### src/rtl/pio_hs_pkg.sv
package pio_hs_pkg;
  parameter int PC_W  = 8;
  parameter int SEL_W = 3;

  // port C bit positions used by the handshake
  parameter int PC_A_OBF = 7;
  parameter int PC_A_IBF = 5;
  parameter int PC_A_IRQ = 3;
  parameter int PC_B_BUF = 1;
  parameter int PC_B_IRQ = 0;

  // bit-command selects that reach the enables
  parameter logic [SEL_W-1:0] SEL_A_IN  = 3'd4;
  parameter logic [SEL_W-1:0] SEL_A_OUT = 3'd6;
  parameter logic [SEL_W-1:0] SEL_B     = 3'd2;

  typedef enum logic [1:0] {
    GRP_PLAIN  = 2'b00,
    GRP_STROBE = 2'b01,
    GRP_BIDIR  = 2'b10
  } grp_mode_e;

  function automatic grp_mode_e dec_a_mode(input logic [1:0] m);
    if (m[1])      return GRP_BIDIR;
    else if (m[0]) return GRP_STROBE;
    else           return GRP_PLAIN;
  endfunction
endpackage

### src/rtl/pio_hs_flag.sv
module pio_hs_flag #(
  parameter bit SET_WINS = 1'b1
) (
  input  logic clk_i,
  input  logic rst_ni,
  input  logic set_i,
  input  logic clr_i,
  output logic q_o
);
  logic q_d;

  generate
    if (SET_WINS) begin : g_set_first
      always_comb q_d = set_i ? 1'b1 : (clr_i ? 1'b0 : q_o);
    end else begin : g_clr_first
      always_comb q_d = clr_i ? 1'b0 : (set_i ? 1'b1 : q_o);
    end
  endgenerate

  always_ff @(posedge clk_i or negedge rst_ni) begin
    if (!rst_ni) q_o <= 1'b0;
    else         q_o <= q_d;
  end
endmodule

### src/rtl/pio_hs_inte.sv
module pio_hs_inte
  import pio_hs_pkg::*;
(
  input  logic             clk_i,
  input  logic             rst_ni,
  input  logic [1:0]       a_mode_i,
  input  logic             a_in_i,
  input  logic             b_mode1_i,
  input  logic             bsr_wr_i,
  input  logic [SEL_W-1:0] bsr_sel_i,
  input  logic             bsr_val_i,
  output logic             inte_a_o,      // group A, strobed mode
  output logic             inte_a_out_o,  // group A bidir, output side
  output logic             inte_a_in_o,   // group A bidir, input side
  output logic             inte_b_o
);
  grp_mode_e        a_mode;
  logic [SEL_W-1:0] a_sel;

  assign a_mode = dec_a_mode(a_mode_i);
  assign a_sel  = a_in_i ? SEL_A_IN : SEL_A_OUT;

  always_ff @(posedge clk_i or negedge rst_ni) begin
    if (!rst_ni) begin
      inte_a_o     <= 1'b0;
      inte_a_out_o <= 1'b0;
      inte_a_in_o  <= 1'b0;
      inte_b_o     <= 1'b0;
    end else if (bsr_wr_i) begin
      unique case (a_mode)
        GRP_BIDIR: begin
          if (bsr_sel_i == SEL_A_IN)  inte_a_in_o  <= bsr_val_i;
          if (bsr_sel_i == SEL_A_OUT) inte_a_out_o <= bsr_val_i;
        end
        GRP_STROBE: if (bsr_sel_i == a_sel) inte_a_o <= bsr_val_i;
        default: ;
      endcase
      if (b_mode1_i && bsr_sel_i == SEL_B) inte_b_o <= bsr_val_i;
    end
  end
endmodule

### src/rtl/pio_hs_req.sv
module pio_hs_req
  import pio_hs_pkg::*;
(
  input  logic [1:0]      a_mode_i,
  input  logic            a_in_i,
  input  logic            b_mode1_i,
  input  logic            b_in_i,
  input  logic            ibf_a_i,
  input  logic            obf_a_i,
  input  logic            ibf_b_i,
  input  logic            obf_b_i,
  input  logic            inte_a_i,
  input  logic            inte_a_out_i,
  input  logic            inte_a_in_i,
  input  logic            inte_b_i,
  output logic            irq_a_o,
  output logic            irq_b_o,
  output logic [PC_W-1:0] pc_stat_o
);
  grp_mode_e a_mode;
  assign a_mode = dec_a_mode(a_mode_i);

  always_comb begin
    unique case (a_mode)
      GRP_BIDIR:  irq_a_o = (inte_a_out_i & ~obf_a_i) ^ (inte_a_in_i & ibf_a_i);
      GRP_STROBE: irq_a_o = a_in_i ? (inte_a_i & ibf_a_i) : (inte_a_i & ~obf_a_i);
      default:    irq_a_o = 1'b0;
    endcase
    if (b_mode1_i) irq_b_o = b_in_i ? (inte_b_i & ibf_b_i) : (inte_b_i & ~obf_b_i);
    else           irq_b_o = 1'b0;
  end

  always_comb begin
    pc_stat_o = '0;
    if (a_mode != GRP_PLAIN) begin
      pc_stat_o[PC_A_IRQ] = irq_a_o;
      if (a_mode == GRP_BIDIR || !a_in_i) pc_stat_o[PC_A_OBF] = obf_a_i;
      if (a_mode == GRP_BIDIR ||  a_in_i) pc_stat_o[PC_A_IBF] = ibf_a_i;
    end
    if (b_mode1_i) begin
      pc_stat_o[PC_B_IRQ] = irq_b_o;
      pc_stat_o[PC_B_BUF] = b_in_i ? ibf_b_i : obf_b_i;
    end
  end
endmodule

### src/rtl/pio_hs_evt.sv
module pio_hs_evt #(
  parameter int N = 2
) (
  input  logic         clk_i,
  input  logic         rst_ni,
  input  logic [N-1:0] cur_i,
  output logic [N-1:0] evt_o
);
  logic [N-1:0] prev_q;

  always_ff @(posedge clk_i or negedge rst_ni) begin
    if (!rst_ni) prev_q <= '0;
    else         prev_q <= cur_i;
  end

  assign evt_o = cur_i ^ prev_q;
endmodule

### src/rtl/pio_hs_irq.sv
module pio_hs_irq
  import pio_hs_pkg::*;
(
  input  logic             clk_i,
  input  logic             rst_ni,
  input  logic [1:0]       a_mode_i,
  input  logic             a_in_i,
  input  logic             b_mode1_i,
  input  logic             b_in_i,
  input  logic             bsr_wr_i,
  input  logic [SEL_W-1:0] bsr_sel_i,
  input  logic             bsr_val_i,
  input  logic             rd_a_i,
  input  logic             wr_a_i,
  input  logic             rd_b_i,
  input  logic             wr_b_i,
  input  logic             stb_a_i,
  input  logic             ack_a_i,
  input  logic             stb_b_i,
  input  logic             ack_b_i,
  output logic             irq_a_o,
  output logic             irq_b_o,
  output logic             ibf_a_o,
  output logic             obf_a_o,
  output logic             ibf_b_o,
  output logic             obf_b_o,
  output logic             irq_a_evt_o,
  output logic             irq_b_evt_o,
  output logic [PC_W-1:0]  pc_stat_o
);
  localparam int NFLAG = 4;  // ibf_a, obf_a, ibf_b, obf_b
  localparam int NGRP  = 2;

  logic [NFLAG-1:0] flag_set, flag_clr, flag_q;
  logic inte_a, inte_a_out, inte_a_in, inte_b;
  logic [NGRP-1:0] irq_vec, evt_vec;

  assign flag_set = {wr_b_i,  stb_b_i, wr_a_i,  stb_a_i};
  assign flag_clr = {ack_b_i, rd_b_i,  ack_a_i, rd_a_i};

  generate
    for (genvar i = 0; i < NFLAG; i++) begin : g_flag
      pio_hs_flag #(.SET_WINS(1'b1)) u_flag (
        .clk_i  (clk_i),
        .rst_ni (rst_ni),
        .set_i  (flag_set[i]),
        .clr_i  (flag_clr[i]),
        .q_o    (flag_q[i])
      );
    end
  endgenerate

  assign {obf_b_o, ibf_b_o, obf_a_o, ibf_a_o} = flag_q;

  pio_hs_inte u_inte (
    .clk_i        (clk_i),
    .rst_ni       (rst_ni),
    .a_mode_i     (a_mode_i),
    .a_in_i       (a_in_i),
    .b_mode1_i    (b_mode1_i),
    .bsr_wr_i     (bsr_wr_i),
    .bsr_sel_i    (bsr_sel_i),
    .bsr_val_i    (bsr_val_i),
    .inte_a_o     (inte_a),
    .inte_a_out_o (inte_a_out),
    .inte_a_in_o  (inte_a_in),
    .inte_b_o     (inte_b)
  );

  pio_hs_req u_req (
    .a_mode_i     (a_mode_i),
    .a_in_i       (a_in_i),
    .b_mode1_i    (b_mode1_i),
    .b_in_i       (b_in_i),
    .ibf_a_i      (flag_q[0]),
    .obf_a_i      (flag_q[1]),
    .ibf_b_i      (flag_q[2]),
    .obf_b_i      (flag_q[3]),
    .inte_a_i     (inte_a),
    .inte_a_out_i (inte_a_out),
    .inte_a_in_i  (inte_a_in),
    .inte_b_i     (inte_b),
    .irq_a_o      (irq_vec[0]),
    .irq_b_o      (irq_vec[1]),
    .pc_stat_o    (pc_stat_o)
  );

  pio_hs_evt #(.N(NGRP)) u_evt (
    .clk_i  (clk_i),
    .rst_ni (rst_ni),
    .cur_i  (irq_vec),
    .evt_o  (evt_vec)
  );

  assign irq_a_o     = irq_vec[0];
  assign irq_b_o     = irq_vec[1];
  assign irq_a_evt_o = evt_vec[0];
  assign irq_b_evt_o = evt_vec[1];
endmodule

### config.mk
export PLATFORM = sky130hd
export DESIGN_NAME = pio_hs_irq
export DESIGN_NICKNAME = d
export VERILOG_FILES = /design/src/rtl/pio_hs_pkg.sv /design/src/rtl/pio_hs_flag.sv /design/src/rtl/pio_hs_inte.sv /design/src/rtl/pio_hs_req.sv /design/src/rtl/pio_hs_evt.sv /design/src/rtl/pio_hs_irq.sv
export SDC_FILE = /design/constraint.sdc
export NUM_CORES = 1
export LEC_CHECK = 0
export BUFFER_PORTS_ARGS = -buffer_cell sky130_fd_sc_hd__buf_2
export CAP_MARGIN = 20
export CORE_AREA = 2 2 43 45
export DETAILED_ROUTE_END_ITERATION = 6
export DIE_AREA = 0 0 45 47
export GPL_ROUTABILITY_DRIVEN = 0
export PLACE_DENSITY = 0.69
export SLEW_MARGIN = 30
export SYNTH_ARGS = -nofsm -noshare
export SYNTH_HDL_FRONTEND = slang
export SYNTH_SLANG_ARGS = --single-unit
### constraint.sdc
create_clock -name clk_i -period 1.1 [get_ports clk_i]
set_input_delay 0.11 -clock clk_i [delete_from_list [all_inputs] [get_ports clk_i]]
set_output_delay 0.11 -clock clk_i [all_outputs]
set_load 0.05 [all_outputs]
# Yosys cells after proc, flatten, opt, wreduce, memory -nomap -nowiden
# Cells that the tools add are included.
[op_classes] shifts=0 magnitude_cmp=0 eq_ne=6 n_mux=22 n_div=0 addsub=0 n_reduce_logical=13 mul=0 n_bitwise=10
[op_table] op="1-bit two-way mux" count=18
[op_table] op="2-bit nonzero test" count=5
[op_table] op="3-bit AND reduction" count=3
[op_table] op="1-bit AND" count=6
[op_table] op="3-bit == test, second input constant" count=2
[op_table] op="2-bit two-way mux" count=3
[op_table] op="3-bit by 2-bit == test with 1-bit output, second input constant" count=1
[op_table] op="3-bit == test" count=1
[op_table] op="2-bit by 1-bit == test with 1-bit output, second input constant" count=1
[op_table] op="2-bit == test, second input constant" count=1
[op_table] op="1-bit logical OR" count=2
[op_table] op="1-bit inverter" count=2
[op_table] op="1-bit case mux with 2 select lines" count=1
[op_table] op="2-bit AND reduction" count=1
[op_table] op="2-bit bitwise XOR" count=1
[op_table] op="1-bit logical AND" count=1
[op_table] op="1-bit zero test" count=1
[op_table] op="1-bit bitwise XOR" count=1
[word_totals] mem_bits_rw=0 ff_bits=10 n_memories=0 mem_bits_ro=0 input_bits=20 latchBits=0 word_cells=60

# Logic depth before layout (Yosys ltp)
[depth] ltp_word=6 ltp_mapped=4 ltp_nobuf=4

# Hierarchy
# Synthesis repeated with hierarchy kept, for this count alone.
[hier_totals] cells_unflattened=54 area_unflattened_um2=558.0
[by_module_without_submodules] mod="pio_hs_inte" n_inst=1 seq_area_each_um2=100.1 area_each_um2=202.7 cells_per_inst=15
[by_module_without_submodules] mod="pio_hs_flag" n_inst=4 seq_area_each_um2=25.0 area_each_um2=36.3 cells_per_inst=3
[by_module_without_submodules] mod="pio_hs_req" n_inst=1 seq_area_each_um2=0.0 area_each_um2=142.6 cells_per_inst=23
[by_module_without_submodules] mod="pio_hs_evt" n_inst=1 seq_area_each_um2=50.0 area_each_um2=67.6 cells_per_inst=4

# Worst setup path after synthesis
# No wires, ideal clock.
[synth_path] path_kind="reg-to-output" from="register g_flag[2].u_flag.q_o" to="output irq_b_evt_o" required_time_ps=990 stages_incl_launch_ff=5 path_buffers=0 setup_slack_ps=-1172 t_arrival_ps=2162 path_cell_list="dfrtp_1 nand2_1 o21ai_0 and3_1 xor2_1"
[synth_between] elab_chain_cells=4
[synth_rtl] element="start: declaration" line="pio_hs_flag.sv:8" text="output logic q_o"
[synth_rtl] element="start signal: assignment" line="pio_hs_flag.sv:22" text="else q_o <= q_d;"
[synth_rtl] element="1-bit AND" line="pio_hs_req.sv:29" text="if (b_mode1_i) irq_b_o = b_in_i ? (inte_b_i & ibf_b_i) : (inte_b_i & ~obf_b_i);"
[synth_rtl] element="1-bit two-way mux (2 in series)" line="pio_hs_req.sv:29"
[synth_rtl] element="named net irq_b_o" line="pio_hs_irq.sv:22" text="output logic irq_b_o,"
[synth_rtl] element="2-bit bitwise XOR" line="pio_hs_evt.sv:16" text="assign evt_o = cur_i ^ prev_q;"
[synth_rtl] element="end: declaration" line="pio_hs_irq.sv:28" text="output logic irq_b_evt_o,"
# The timed path passes the listed nets, and every way through them passes these cells.

# Final worst setup path
[layout_path] from="register u_inte.inte_a_out_o" to="output irq_a_evt_o"
[layout_between] elab_chain_cells=4
[layout_rtl] element="start: declaration" line="pio_hs_inte.sv:13" text="output logic inte_a_out_o,"
[layout_rtl] element="start signal: assignment" line="pio_hs_inte.sv:33" text="if (bsr_sel_i == SEL_A_OUT) inte_a_out_o <= bsr_val_i;"
[layout_rtl] element="1-bit AND" line="pio_hs_req.sv:25" text="GRP_BIDIR: irq_a_o = (inte_a_out_i & ~obf_a_i) ^ (inte_a_in_i & ibf_a_i);"
[layout_rtl] element="1-bit bitwise XOR" line="pio_hs_req.sv:25"
[layout_rtl] element="1-bit case mux with 2 select lines" line="pio_hs_req.sv:24" text="unique case (a_mode)"
[layout_rtl] element="2-bit bitwise XOR" line="pio_hs_evt.sv:16"
[layout_rtl] element="end: declaration" line="pio_hs_irq.sv:27" text="output logic irq_a_evt_o,"
# Every way passes these cells.

==> metrics.txt <==
Num CTS Buffers 3; power consumption 1580 uW; GRT Util Overall 17.5%; pins over their slew limit 0; Congestion Overflow GR 0; list of most frequent post-synthesis cells dfrtp_1, a21o_1, buf_4, inv_1; WP data required 0.99 ns; worst-path maximum fanout 3; status finished with violations; Cell Area, Placed 868 sq um; f_max 615 MHz; Startpoint Class flip-flop; critical path type reg2out; Post-synth EDFFs 0; Synth top area share 45.2%; WP data arrival 1.51 ns; post-synthesis xor/xnor area fraction 6.33%; critical path endpoint category output port; layout cells sized above 1 70.9%; period utilisation layout 148%; I/O pin cnt 36; mux contribution to synthesized area 8.14%; yosys warns 0; RSZ-0062 raised after global routing true; first-pass GRT wire length 2520 microns; cells on worst reg2reg path 3; H-tree lvl count 1; power per cell area 1360 nW/um^2; hold_sp stb_a_i; Final WS setup -0.525 ns; peak supply drop 0.875 mV; Post-Synth Adder-Cell Area 0%; hold path cells 2; Die ar. 2120 sq um; Top FF cell, synth dfrtp_1; Cells after Synth 54; Clk Latency, worst-skew pair 0.27 ns; clk sinks 10; Hold Path Sink g_flag[0].u_flag.q_o; R2R Path Start u_inte.inte_a_out_o; Filler cells 111; top-count cell post-synth dfrtp_1; Final #Nets 131; setup tns final -3.12 ns; post-DP HPWL 1040 microns; Post-synth ARST share 100%; first-pass iteration count of the detailed router 4; Initial DRC Count 13; Seq/Total Area, Yosys 45.2%; initial antenna violation count 0; Synth cell types 24; Hold Path Class in2reg; WL final 1700 microns; core area 1650 sq um; Worst-path clk slew 0.07 ns; Layout Skew 0.000943 ns; max-capacitance violation count 0; vias per inst 4.70; standard-cell rows 15; Tmin final 1.62 ns; routed via count 597; RR Endpoint u_evt.prev_q[0]; wire length per cell 13.4 microns; DRC errors left 0; vias in the first global route 570; Inserted Diodes 0; CTS tree yes; Die W 45 microns; failing checks negative setup slack; Routed Antenna Nets 0; P&R area growth vs syn 110%; worst hold margin 0.0137 ns; Synth area leader dfrtp_1; #FFs+latches synth 10; final count of negative-setup-slack endpoints 11; Clock Tree Root clkbuf_4; number of port buffers 32; Synth area leaders dfrtp_1, a21o_1, buf_4, xor2_1, mux2_1; worst reg2reg setup slack 0.04 ns; Final Hold Violating Endpoints 0; simple-gate share of the synthesized area 16.7%; Chip Height 47 microns; largest net degree at the start of global routing 11; final instance area 1160 sq um; Synth Area in Compound Gates 14.7%; main combinational cell family by area after synthesis simple AND/OR/NAND/NOR gates; LEAKAGE 0.000608 uW; CTS max path bufs 2; initial core utilization 33.5%; mapped cell area 553 sq um; Mean Syn Cell Area 10.2 sq um
[worst max-delay path by stage]
stage          slack, ns  depth (start not counted)                 start          end
2_1_floorplan      -0.60                          4  g_flag[0].u_flag.q_o  irq_a_evt_o
3_3_place_gp       -0.32                          4  g_flag[1].u_flag.q_o  irq_a_evt_o
3_5_place_dp       -0.35                          4  g_flag[1].u_flag.q_o  irq_a_evt_o
4_1_cts            -0.55                          5  g_flag[1].u_flag.q_o  irq_a_evt_o
5_1_grt            -0.59                          5  g_flag[1].u_flag.q_o  irq_a_evt_o
6_report           -0.52                          5   u_inte.inte_a_out_o  irq_a_evt_o
[cell families (layout without fill, tap and decap cells)]
logic type / Yosys count / after routing
buf+inv: 8 / 62
mux: 4 / 4
simple gates: 16 / 16
compound gates: 11 / 11
xor+xnor: 4 / 4
other cells: 1 / 3
flops: 10 / 10
[routing by layer]
metal | share of wire, % | vias to the layer above | global-route usage [%]
met4 | 1.1 | 0 | 10.6
li1 | - | 289 | -
met1 | 41 | 285 | 21.3
met3 | 4.2 | 2 | 2.31
met5 | 0 | - | 0
met2 | 54 | 21 | 29.7
[flip-flops by register name, indices dropped and copies added, names as in the netlist]
register and cells:
u_inte.inte_b_o 1, u_inte.inte_a_out_o 1, u_evt.prev_q 2, u_inte.inte_a_in_o 1, u_inte.inte_a_o 1, g_flag.u_flag.q_o 4
[critical path, cell delays in order, from the launching register on]
cell and delay [ns]:
dfrtp_1 0.39, nor2b_4 0.14, xnor2_2 0.13, a32o_2 0.28, xor2_4 0.16, buf_6 0.15
[what timing repair did]
action                                  CTS  global route
cloned                                    0             0
resized for setup                        39            10
pin swaps                                 7             5
buffers inserted                          8             4
hold buffers                              1             0
hold endpoints to repair                 10             0
endpoints found under the setup margin   13            13
[layout make-up]
| cell class | count | area, sq um | area share (%) |
|---|---|---|---|
| Inverter | 4 | 15.0 | 1.30 |
| Multi-Input combinational cell | 38 | 365 | 31.5 |
| Clock buffer | 4 | 36.3 | 3.13 |
| Timing Repair Buffer | 54 | 465 | 40.2 |
| Tap cell | 17 | 21.3 | 1.84 |
| Sequential cell | 10 | 255 | 22.0 |
[placed cells by master, fill, tap and decap left out]
| master | Yosys | routed |
|---|---|---|
| o21a_4 | 0 | 1 |
| nand3_1 | 2 | 2 |
| o21ai_2 | 0 | 2 |
| dlygate4sd3_1 | 0 | 1 |
| conb_1 | 1 | 3 |
| a32o_2 | 1 | 2 |
| xor2_4 | 0 | 2 |
| nand2b_4 | 0 | 1 |
| inv_1 | 4 | 4 |
| xor2_1 | 3 | 1 |
| mux2_1 | 2 | 2 |
| nor2_1 | 2 | 2 |
| and2b_1 | 2 | 2 |
| nand2_1 | 3 | 2 |
| buf_4 | 4 | 12 |
| dfrtp_2 | 0 | 4 |
| buf_2 | 0 | 19 |
| and3_4 | 0 | 1 |
| nand4_1 | 2 | 2 |
| mux2_2 | 2 | 2 |
| nor2b_2 | 2 | 1 |
| nand2_2 | 0 | 1 |
| clkbuf_8 | 0 | 1 |
| a21boi_4 | 0 | 1 |
| buf_8 | 0 | 6 |
| a21oi_1 | 1 | 1 |
| buf_6 | 0 | 16 |
| xnor2_2 | 0 | 1 |
| a21o_1 | 4 | 4 |
| nor2b_4 | 0 | 2 |
| clkbuf_4 | 0 | 3 |
| dfrtp_1 | 10 | 6 |
[per-stage QoR]
step           utilization, %  worst slack, ns  std cells
3_5_place_dp             52.6           -0.351        113
3_3_place_gp             52.6           -0.325        113
5_1_grt                  70.2           -0.592        127
2_1_floorplan               -           -0.600         56
4_1_cts                  66.5           -0.551        124
6_report                 70.2           -0.525        127
[power breakdown]
part	total, uW	switching (uW)	internal [uW]
clock	342	141	201
combinational	768	404	365
sequential	468	45.0	423
No activity file was read; power rests on OpenSTA's default activity.
